--- config.mk ---
export PLATFORM = sky130hd
export DESIGN_NAME = ivr_writer
export DESIGN_NICKNAME = d
export VERILOG_FILES = /design/src/rtl/ivr_pkg.sv /design/src/rtl/ivr_regs.sv /design/src/rtl/ivr_ring.sv /design/src/rtl/ivr_writer.sv
export SDC_FILE = /design/constraint.sdc
export NUM_CORES = 1
export LEC_CHECK = 0
export CORE_MARGIN = 4
export CORE_UTILIZATION = 51
export CTS_CLUSTER_SIZE = 25
export DETAILED_ROUTE_END_ITERATION = 12
export HOLD_SLACK_MARGIN = 0.12
export PLACE_DENSITY = 0.81
export SYNTH_ARGS = -nofsm -noshare
export SYNTH_HDL_FRONTEND = slang
export SYNTH_SLANG_ARGS = --single-unit
--- constraint.sdc ---
create_clock -name clk -period 4.1 [get_ports clk]
set_input_delay 1.23 -clock clk [delete_from_list [all_inputs] [get_ports clk]]
set_output_delay 1.23 -clock clk [all_outputs]
set_load 0.1 [all_outputs]
--- src/rtl/ivr_pkg.sv ---
package ivr_pkg;

    localparam int ADDR_W = 40;
    localparam int VEC_W  = 128;

    localparam logic [2:0] A_CTRL = 3'd0;
    localparam logic [2:0] A_BASE = 3'd1;
    localparam logic [2:0] A_WBLO = 3'd2;
    localparam logic [2:0] A_WBHI = 3'd3;
    localparam logic [2:0] A_RPTR = 3'd4;
    localparam logic [2:0] A_WPTR = 3'd5;

    typedef struct packed {
        logic       ring_en;
        logic       irq_en;
        logic       ovf_det;
        logic       wb_en;
        logic       rearm;
        logic [4:0] log2w;
    } cfg_t;

    typedef enum logic {ST_IDLE, ST_WB} st_e;

endpackage

--- src/rtl/ivr_regs.sv ---
module ivr_regs
    import ivr_pkg::*;
#(
    parameter int DEF_LOG2W = 14
) (
    input  logic                clk,
    input  logic                rst_n,
    input  logic                reg_wr,
    input  logic [2:0]          reg_addr,
    input  logic [31:0]         reg_wdata,
    output cfg_t                cfg,
    output logic [31:0]         base,
    output logic [ADDR_W-1:0]   wb_addr,
    output logic                ovf_clr,
    output logic                rptr_wr,
    output logic                wptr_wr
);

    typedef struct packed {
        cfg_t        cfg;
        logic [31:0] base;
        logic [31:0] wblo;
        logic [7:0]  wbhi;
    } regs_t;

    regs_t q, d;

    always_comb begin
        d = q;
        if (reg_wr) begin
            case (reg_addr)
                A_CTRL: begin
                    d.cfg.ring_en = reg_wdata[0];
                    d.cfg.irq_en  = reg_wdata[1];
                    d.cfg.ovf_det = reg_wdata[2];
                    d.cfg.wb_en   = reg_wdata[3];
                    d.cfg.rearm   = reg_wdata[4];
                    d.cfg.log2w   = reg_wdata[12:8];
                end
                A_BASE:  d.base = reg_wdata;
                A_WBLO:  d.wblo = reg_wdata;
                A_WBHI:  d.wbhi = reg_wdata[7:0];
                default: ;
            endcase
        end
    end

    always_ff @(posedge clk or negedge rst_n) begin
        if (!rst_n) begin
            q           <= '0;
            q.cfg.log2w <= 5'(DEF_LOG2W);
        end else begin
            q <= d;
        end
    end

    assign cfg     = q.cfg;
    assign base    = q.base;
    assign wb_addr = {q.wbhi, q.wblo};
    assign ovf_clr = reg_wr && (reg_addr == A_CTRL) && reg_wdata[5];
    assign rptr_wr = reg_wr && (reg_addr == A_RPTR);
    assign wptr_wr = reg_wr && (reg_addr == A_WPTR);

endmodule

--- src/rtl/ivr_ring.sv ---
module ivr_ring
    import ivr_pkg::*;
#(
    parameter int MAX_LOG2W = 14,
    parameter int PTR_W     = MAX_LOG2W + 2,
    parameter int CREDITS   = 16,
    parameter int CRED_W    = $clog2(CREDITS + 1)
) (
    input  logic                clk,
    input  logic                rst_n,
    input  cfg_t                cfg,
    input  logic [31:0]         base,
    input  logic [ADDR_W-1:0]   wb_addr,
    input  logic                ovf_clr,
    input  logic                rptr_wr,
    input  logic                wptr_wr,
    input  logic [PTR_W-1:0]    ptr_wdata,
    input  logic                ev_valid,
    input  logic [VEC_W-1:0]    vec,
    input  logic                mem_done,
    output logic                ev_ready,
    output logic                mem_req,
    output logic                mem_wb,
    output logic [ADDR_W-1:0]   mem_addr,
    output logic [VEC_W-1:0]    mem_data,
    output logic                irq,
    output logic                busy,
    output logic [PTR_W-1:0]    rptr,
    output logic [PTR_W-1:0]    wptr,
    output logic                ovf,
    output logic [CRED_W-1:0]   cred
);

    typedef struct packed {
        st_e               st;
        logic [PTR_W-1:0]  rptr;
        logic [PTR_W-1:0]  wptr;
        logic              ovf;
        logic [CRED_W-1:0] cred;
        logic              req;
        logic              wb;
        logic              irq;
        logic [ADDR_W-1:0] addr;
        logic [VEC_W-1:0]  data;
    } ring_t;

    ring_t q, d;

    logic [4:0]        sz;
    logic [PTR_W:0]    span;
    logic [PTR_W-1:0]  mask;
    logic [PTR_W-1:0]  adv;
    logic [PTR_W-1:0]  pv;
    logic [CRED_W-1:0] need;
    logic [31:0]       wp_word;
    logic              take;

    always_comb begin
        sz      = (cfg.log2w > 5'(MAX_LOG2W)) ? 5'(MAX_LOG2W) : cfg.log2w;
        span    = (PTR_W + 1)'(4) << sz;
        mask    = PTR_W'(span - 1'b1);
        adv     = (q.wptr + PTR_W'(16)) & mask;
        pv      = ptr_wdata & mask & ~PTR_W'(15);
        need    = cfg.wb_en ? CRED_W'(2) : CRED_W'(1);
        wp_word = 32'(q.wptr) | 32'(q.ovf);
        ev_ready = cfg.ring_en && (q.st == ST_IDLE) && (q.cred >= need);
        take     = ev_valid && ev_ready;

        d     = q;
        d.req = 1'b0;
        d.wb  = 1'b0;
        d.irq = 1'b0;
        d.ovf = q.ovf & ~ovf_clr;

        if (take) begin
            d.req  = 1'b1;
            d.addr = {base, 8'h00} + ADDR_W'(q.wptr);
            d.data = vec;
            d.wptr = adv;
            if (cfg.ovf_det && (adv == q.rptr)) d.ovf = 1'b1;
            if (cfg.wb_en) d.st = ST_WB;
            else           d.irq = cfg.irq_en;
        end else if (q.st == ST_WB) begin
            d.req  = 1'b1;
            d.wb   = 1'b1;
            d.addr = wb_addr;
            d.data = {96'h0, wp_word};
            d.st   = ST_IDLE;
            d.irq  = cfg.irq_en;
        end

        if (wptr_wr) d.wptr = pv;
        if (rptr_wr) begin
            d.rptr = pv;
            if (cfg.rearm && cfg.irq_en && (pv != d.wptr)) d.irq = 1'b1;
        end

        d.cred = q.cred - CRED_W'(d.req) + CRED_W'(mem_done);
    end

    always_ff @(posedge clk or negedge rst_n) begin
        if (!rst_n) begin
            q      <= '0;
            q.st   <= ST_IDLE;
            q.cred <= CRED_W'(CREDITS);
        end else begin
            q <= d;
        end
    end

    assign mem_req  = q.req;
    assign mem_wb   = q.wb;
    assign mem_addr = q.addr;
    assign mem_data = q.data;
    assign irq      = q.irq;
    assign busy     = (q.cred != CRED_W'(CREDITS));
    assign rptr     = q.rptr;
    assign wptr     = q.wptr;
    assign ovf      = q.ovf;
    assign cred     = q.cred;

endmodule

--- src/rtl/ivr_writer.sv ---
module ivr_writer
    import ivr_pkg::*;
#(
    parameter int MAX_LOG2W = 14,
    parameter int CREDITS   = 16,
    localparam int PTR_W    = MAX_LOG2W + 2,
    localparam int CRED_W   = $clog2(CREDITS + 1)
) (
    input  logic          clk,
    input  logic          rst_n,
    input  logic          ev_valid,
    output logic          ev_ready,
    input  logic [7:0]    ev_src,
    input  logic [27:0]   ev_data,
    input  logic [7:0]    ev_ring,
    input  logic [7:0]    ev_vm,
    input  logic [15:0]   ev_pasid,
    input  logic          reg_wr,
    input  logic [2:0]    reg_addr,
    input  logic [31:0]   reg_wdata,
    output logic [31:0]   reg_rdata,
    output logic          mem_req,
    output logic          mem_wb,
    output logic [39:0]   mem_addr,
    output logic [127:0]  mem_data,
    input  logic          mem_done,
    output logic          irq,
    output logic          busy
);

    cfg_t              cfg;
    logic [31:0]       base;
    logic [ADDR_W-1:0] wb_addr;
    logic              ovf_clr, rptr_wr, wptr_wr;
    logic [PTR_W-1:0]  rptr, wptr;
    logic              ovf;
    logic [CRED_W-1:0] cred;
    logic [VEC_W-1:0]  vec;

    assign vec = {32'h0, ev_pasid, ev_vm, ev_ring, 4'h0, ev_data, 24'h0, ev_src};

    ivr_regs #(.DEF_LOG2W(MAX_LOG2W)) u_regs (
        .clk(clk), .rst_n(rst_n),
        .reg_wr(reg_wr), .reg_addr(reg_addr), .reg_wdata(reg_wdata),
        .cfg(cfg), .base(base), .wb_addr(wb_addr),
        .ovf_clr(ovf_clr), .rptr_wr(rptr_wr), .wptr_wr(wptr_wr)
    );

    ivr_ring #(.MAX_LOG2W(MAX_LOG2W), .PTR_W(PTR_W), .CREDITS(CREDITS), .CRED_W(CRED_W)) u_ring (
        .clk(clk), .rst_n(rst_n),
        .cfg(cfg), .base(base), .wb_addr(wb_addr),
        .ovf_clr(ovf_clr), .rptr_wr(rptr_wr), .wptr_wr(wptr_wr),
        .ptr_wdata(reg_wdata[PTR_W-1:0]),
        .ev_valid(ev_valid), .vec(vec), .mem_done(mem_done),
        .ev_ready(ev_ready), .mem_req(mem_req), .mem_wb(mem_wb),
        .mem_addr(mem_addr), .mem_data(mem_data), .irq(irq), .busy(busy),
        .rptr(rptr), .wptr(wptr), .ovf(ovf), .cred(cred)
    );

    always_comb begin
        case (reg_addr)
            A_CTRL:  reg_rdata = {19'h0, cfg.log2w, 3'h0, cfg.rearm, cfg.wb_en,
                                  cfg.ovf_det, cfg.irq_en, cfg.ring_en};
            A_BASE:  reg_rdata = base;
            A_WBLO:  reg_rdata = wb_addr[31:0];
            A_WBHI:  reg_rdata = {24'h0, wb_addr[39:32]};
            A_RPTR:  reg_rdata = 32'(rptr);
            A_WPTR:  reg_rdata = 32'(wptr) | 32'(ovf);
            default: reg_rdata = 32'h0;
        endcase
    end

endmodule

==> run_results.csv <==
group,metric,value,unit
run_status,outcome,"complete, no violations",
synth,synth_flop_cell,"dfrtp_1",
routing,wire_per_inst,21.57,um
power,p_int,0.006973,W
grt,grt_pass1_wl,67310,um
sta,fin_skew,0.01759,ns
power,ir_drop,0.5338,mV
synth,synth_most_common_cell,"dfrtp_1",
clock_network,hold_buffers,0,
layout,fin_nets,1759,
layout,fillers,2188,
routing,first_iter_violations,1165,
clock_network,cts_tree,"built",
min_path,min_path_cells,2,
layout,areaGrowthSynthToFinish,26.26,%
sta,slew_violations,0,
clock_network,cts.sink_count,236,
die,row_count,60,
power,power_frac_comb,58.4,%
synth,ys_seq_area_share,42.62,%
run,cap_violations,0,
layout,layout-drive-gt1-share,19.96,%
sta,worst_slack,0.03206,ns
routing,route.detailed.drc,0,
placed_design,place_hpwl,31160,um
synth,synth_area_leader_cell,"dfrtp_1",
setup_path,rr_endpoint,"u_ring.irq$_DFF_PN0_",
grt,antenna_found_initial,1,
sta,setup_violations,0,
routing,post_drt_via_cell_ratio,5.766,
synth,syn_area_per_cell,9.397,um2
setup_path,reg2reg_depth,12,
synth,ys_seq_elements,236,
synth,ys_top_cells_by_area,"dfrtp_1 (42%), buf_4 (9.1%), mux2_2 (6.3%)",
synth,ys_types,68,
die,io_pins,313,
synth,synth_area,13870,um2
die,die_area,29900,um2
synth,synth-async-reset-ratio,100.0,%
clock_network,cts_root_buffer,"clkbuf_16",
min_path,min_path_type,"reg2reg",
synth,synth_xor_area_share,3.726,%
setup_path,r2r_setup_slack,0.44,ns
grt,overflow,0,
layout,layout.area.seq,5914,um2
clock_network,path_clk_slew,0.06,ns
die,core_area,26880,um2
min_path,hold_path_end,"u_ring.mem_addr[6]$_DFFE_PN0N_",
grt,grt_max_degree,105,
synth,ys_top_cells_by_count,"dfrtp_1 (232), nand2_1 (230), buf_4 (168)",
clock_network,clock_path_buffers,3,
clock_network,htreeDepth,1,
routing,routed_wl,42920,um
synth,synth_compound_area_share,11.37,%
sta,slew_headroom,28.64,%
power,leakage,7.656,nW
power,sequentialPowerShare,25.6,%
die,die_y,172.9,um
clock_network,clk_latency,0.53,ns
setup_path,crit_type,"in2out",
grt,grt_util_all_layers,27.89,%
sta,fmaxAchievable,245.8,MHz
routing,dr.pass1.iters,6,
sta,fin_crit,4.068,ns
grt,grt_pass1_vias,11410,
synth,syn_inst,1476,
setup_path,cp_max_fo,12,
setup_path,arrival,2.84,ns
placed_design,gp_congestion,0.9738,
setup_path,cp-end-kind,"primary output",
power,power.share.switching,53.89,%
power,p_clk_share,16.0,%
sta,worstMarginPinSlew,1.070,ns
placed_design,portBuffers,260,
setup_path,required,2.87,ns
sta,hold_viol,0,
layout,finalNonFillerCells,1990,
routing,ant_nets,0,
sta,fin_setup_tns,0,ns
synth,synth-simple-area-share,17.37,%
sta,post-route-period-util,99.22,%
routing,vias,11470,
synth,synth_warnings,0,
setup_path,critical_path.startpoint_type,"primary input",
synth,synth.area.mux_share,10.11,%
synth,synth_top_family_by_area,"simple AND/OR/NAND/NOR gates",
synth,synth_adder_area_share,2.093,%
layout,multiInputGateArea,6631,um2
power,power,0.01512,W
die,start_util,51.61,%
layout,post-route-util,65.16,%
sta,rsz0062_at_grt,"no",
synth,yosysTopAreaCellShare,41.86,%
power,powerDensity,863.5,nW/um2
clock_network,cts_made_buffers,26,
die,fp.dieW,172.9,um
setup_path,regToRegStartpoint,"u_regs.cfg[4]$_DFFE_PN0P_",
placed_design,dpl_worst_slack,-0.04091,ns
min_path,worstHoldStart,"u_ring.mem_addr[6]$_DFFE_PN0N_",
placed_design,dp_cells,1940,
power,switching_power,0.008149,W
synth,synth_edf_count,0,
## layer usage
layer / GRT usage [%] / part of all wire [%] / vias up
li1: - / - / 5188
met1: 37.02 / 40 / 5702
met2: 47.02 / 49 / 502
met3: 4.569 / 7.0 / 82
met4: 9.112 / 3.3 / 0
met5: 0 / 0 / -
## worst max-delay path by stage
stage | from | to | slack, ns | cells after the start
finish | reg_addr[1] | reg_rdata[4] | 0.03 | 7
global route | reg_addr[1] | reg_rdata[8] | 0.002 | 7
CTS | reg_addr[0] | reg_rdata[8] | 0.002 | 7
detailed placement | reg_addr[2] | reg_rdata[12] | -0.04 | 8
global placement | reg_addr[0] | reg_rdata[10] | -0.02 | 6
floorplan | reg_addr[2] | reg_rdata[8] | -0.13 | 5
## placed cells by master, fill, tap and decap left out, types with 7 or more instances in the layout
master,instances
a211oi_1,27
a21oi_1,48
a22o_2,14
a22oi_1,11
and2_1,7
and3_1,10
buf_12,36
buf_4,104
clkbuf_16,26
clkdlybuf4s50_1,195
clkinv_2,7
conb_1,52
dfrtp_1,231
ha_1,20
inv_1,28
mux2_2,78
mux2i_1,43
nand2_1,230
nand2b_1,11
nand3_1,20
nand3b_1,63
nand4_1,8
nor2_1,65
nor2b_1,18
nor3_1,17
nor4_1,9
o21ai_0,62
o21ai_4,7
xnor2_1,47
xor2_1,12
## power groups by stage
stage / clock [W] / combinational (W) / sequential, W
after global placement: 0 / 0.00869 / 0.00384
after floorplan: 0 / 0.00744 / 0.00360
after global routing: 0.00257 / 0.00922 / 0.00397
after CTS: 0.00246 / 0.00884 / 0.00386
after detailed placement: 0 / 0.00879 / 0.00389
final: 0.00242 / 0.00883 / 0.00388
## registers in the layout (all words and copies together) (netlist names)
register         count
u_regs.base         32
u_regs.cfg          10
u_regs.wb_addr      40
u_ring.cred          5
u_ring.irq           1
u_ring.mem_addr     40
u_ring.mem_data     76
u_ring.mem_req       1
u_ring.mem_wb        1
u_ring.ovf           1
u_ring.q             1
u_ring.rptr         12
u_ring.wptr         16
## area by class of cell
| class | count | area share [%] |
|---|---|---|
| diodes | 1 | 0.01429 |
| clock buffers | 35 | 4.251 |
| clock inverters | 12 | 0.8502 |
| inverters | 30 | 0.6430 |
| multi-input cells | 993 | 37.87 |
| flip-flops and latches | 236 | 33.77 |
| well taps | 341 | 2.436 |
| repair buffers | 342 | 20.16 |
## logic make-up after synthesis
| family | after synthesis |
|---|---|
| muxes | 125 |
| and+or+nand+nor | 490 |
| DFF | 236 |
| xor gates and xnor gates | 59 |
| buffers and inverters | 298 |
| AOI/OAI and AO/OA | 245 |
| adders and majority gates | 22 |
| other | 1 |
## stage by stage
step                      hold WS [ns]  cell area [um2]
after floorplan                 0.4472            14240
after global placement          0.4640            16540
after detailed placement        0.4671            16540
after CTS                       0.4813            17460
after global routing            0.5144            17510
final                           0.4786            17510
## critical path: stages
cell,delay [ns]
clkdlybuf4s50_1,0.50
nor2b_1,0.23
buf_4,0.25
a211oi_1,0.11
buf_4,0.15
a21oi_4,0.17
buf_12,0.20
## timing repair
item,4_1_cts,5_1_grt
buffers inserted,0,1
resized for setup,7,13
cloned,0,1
pin swaps,0,1
endpoints found under the hold margin,0,0
endpoints found under the setup margin,8,16
(Power assumes the default switching activity.)
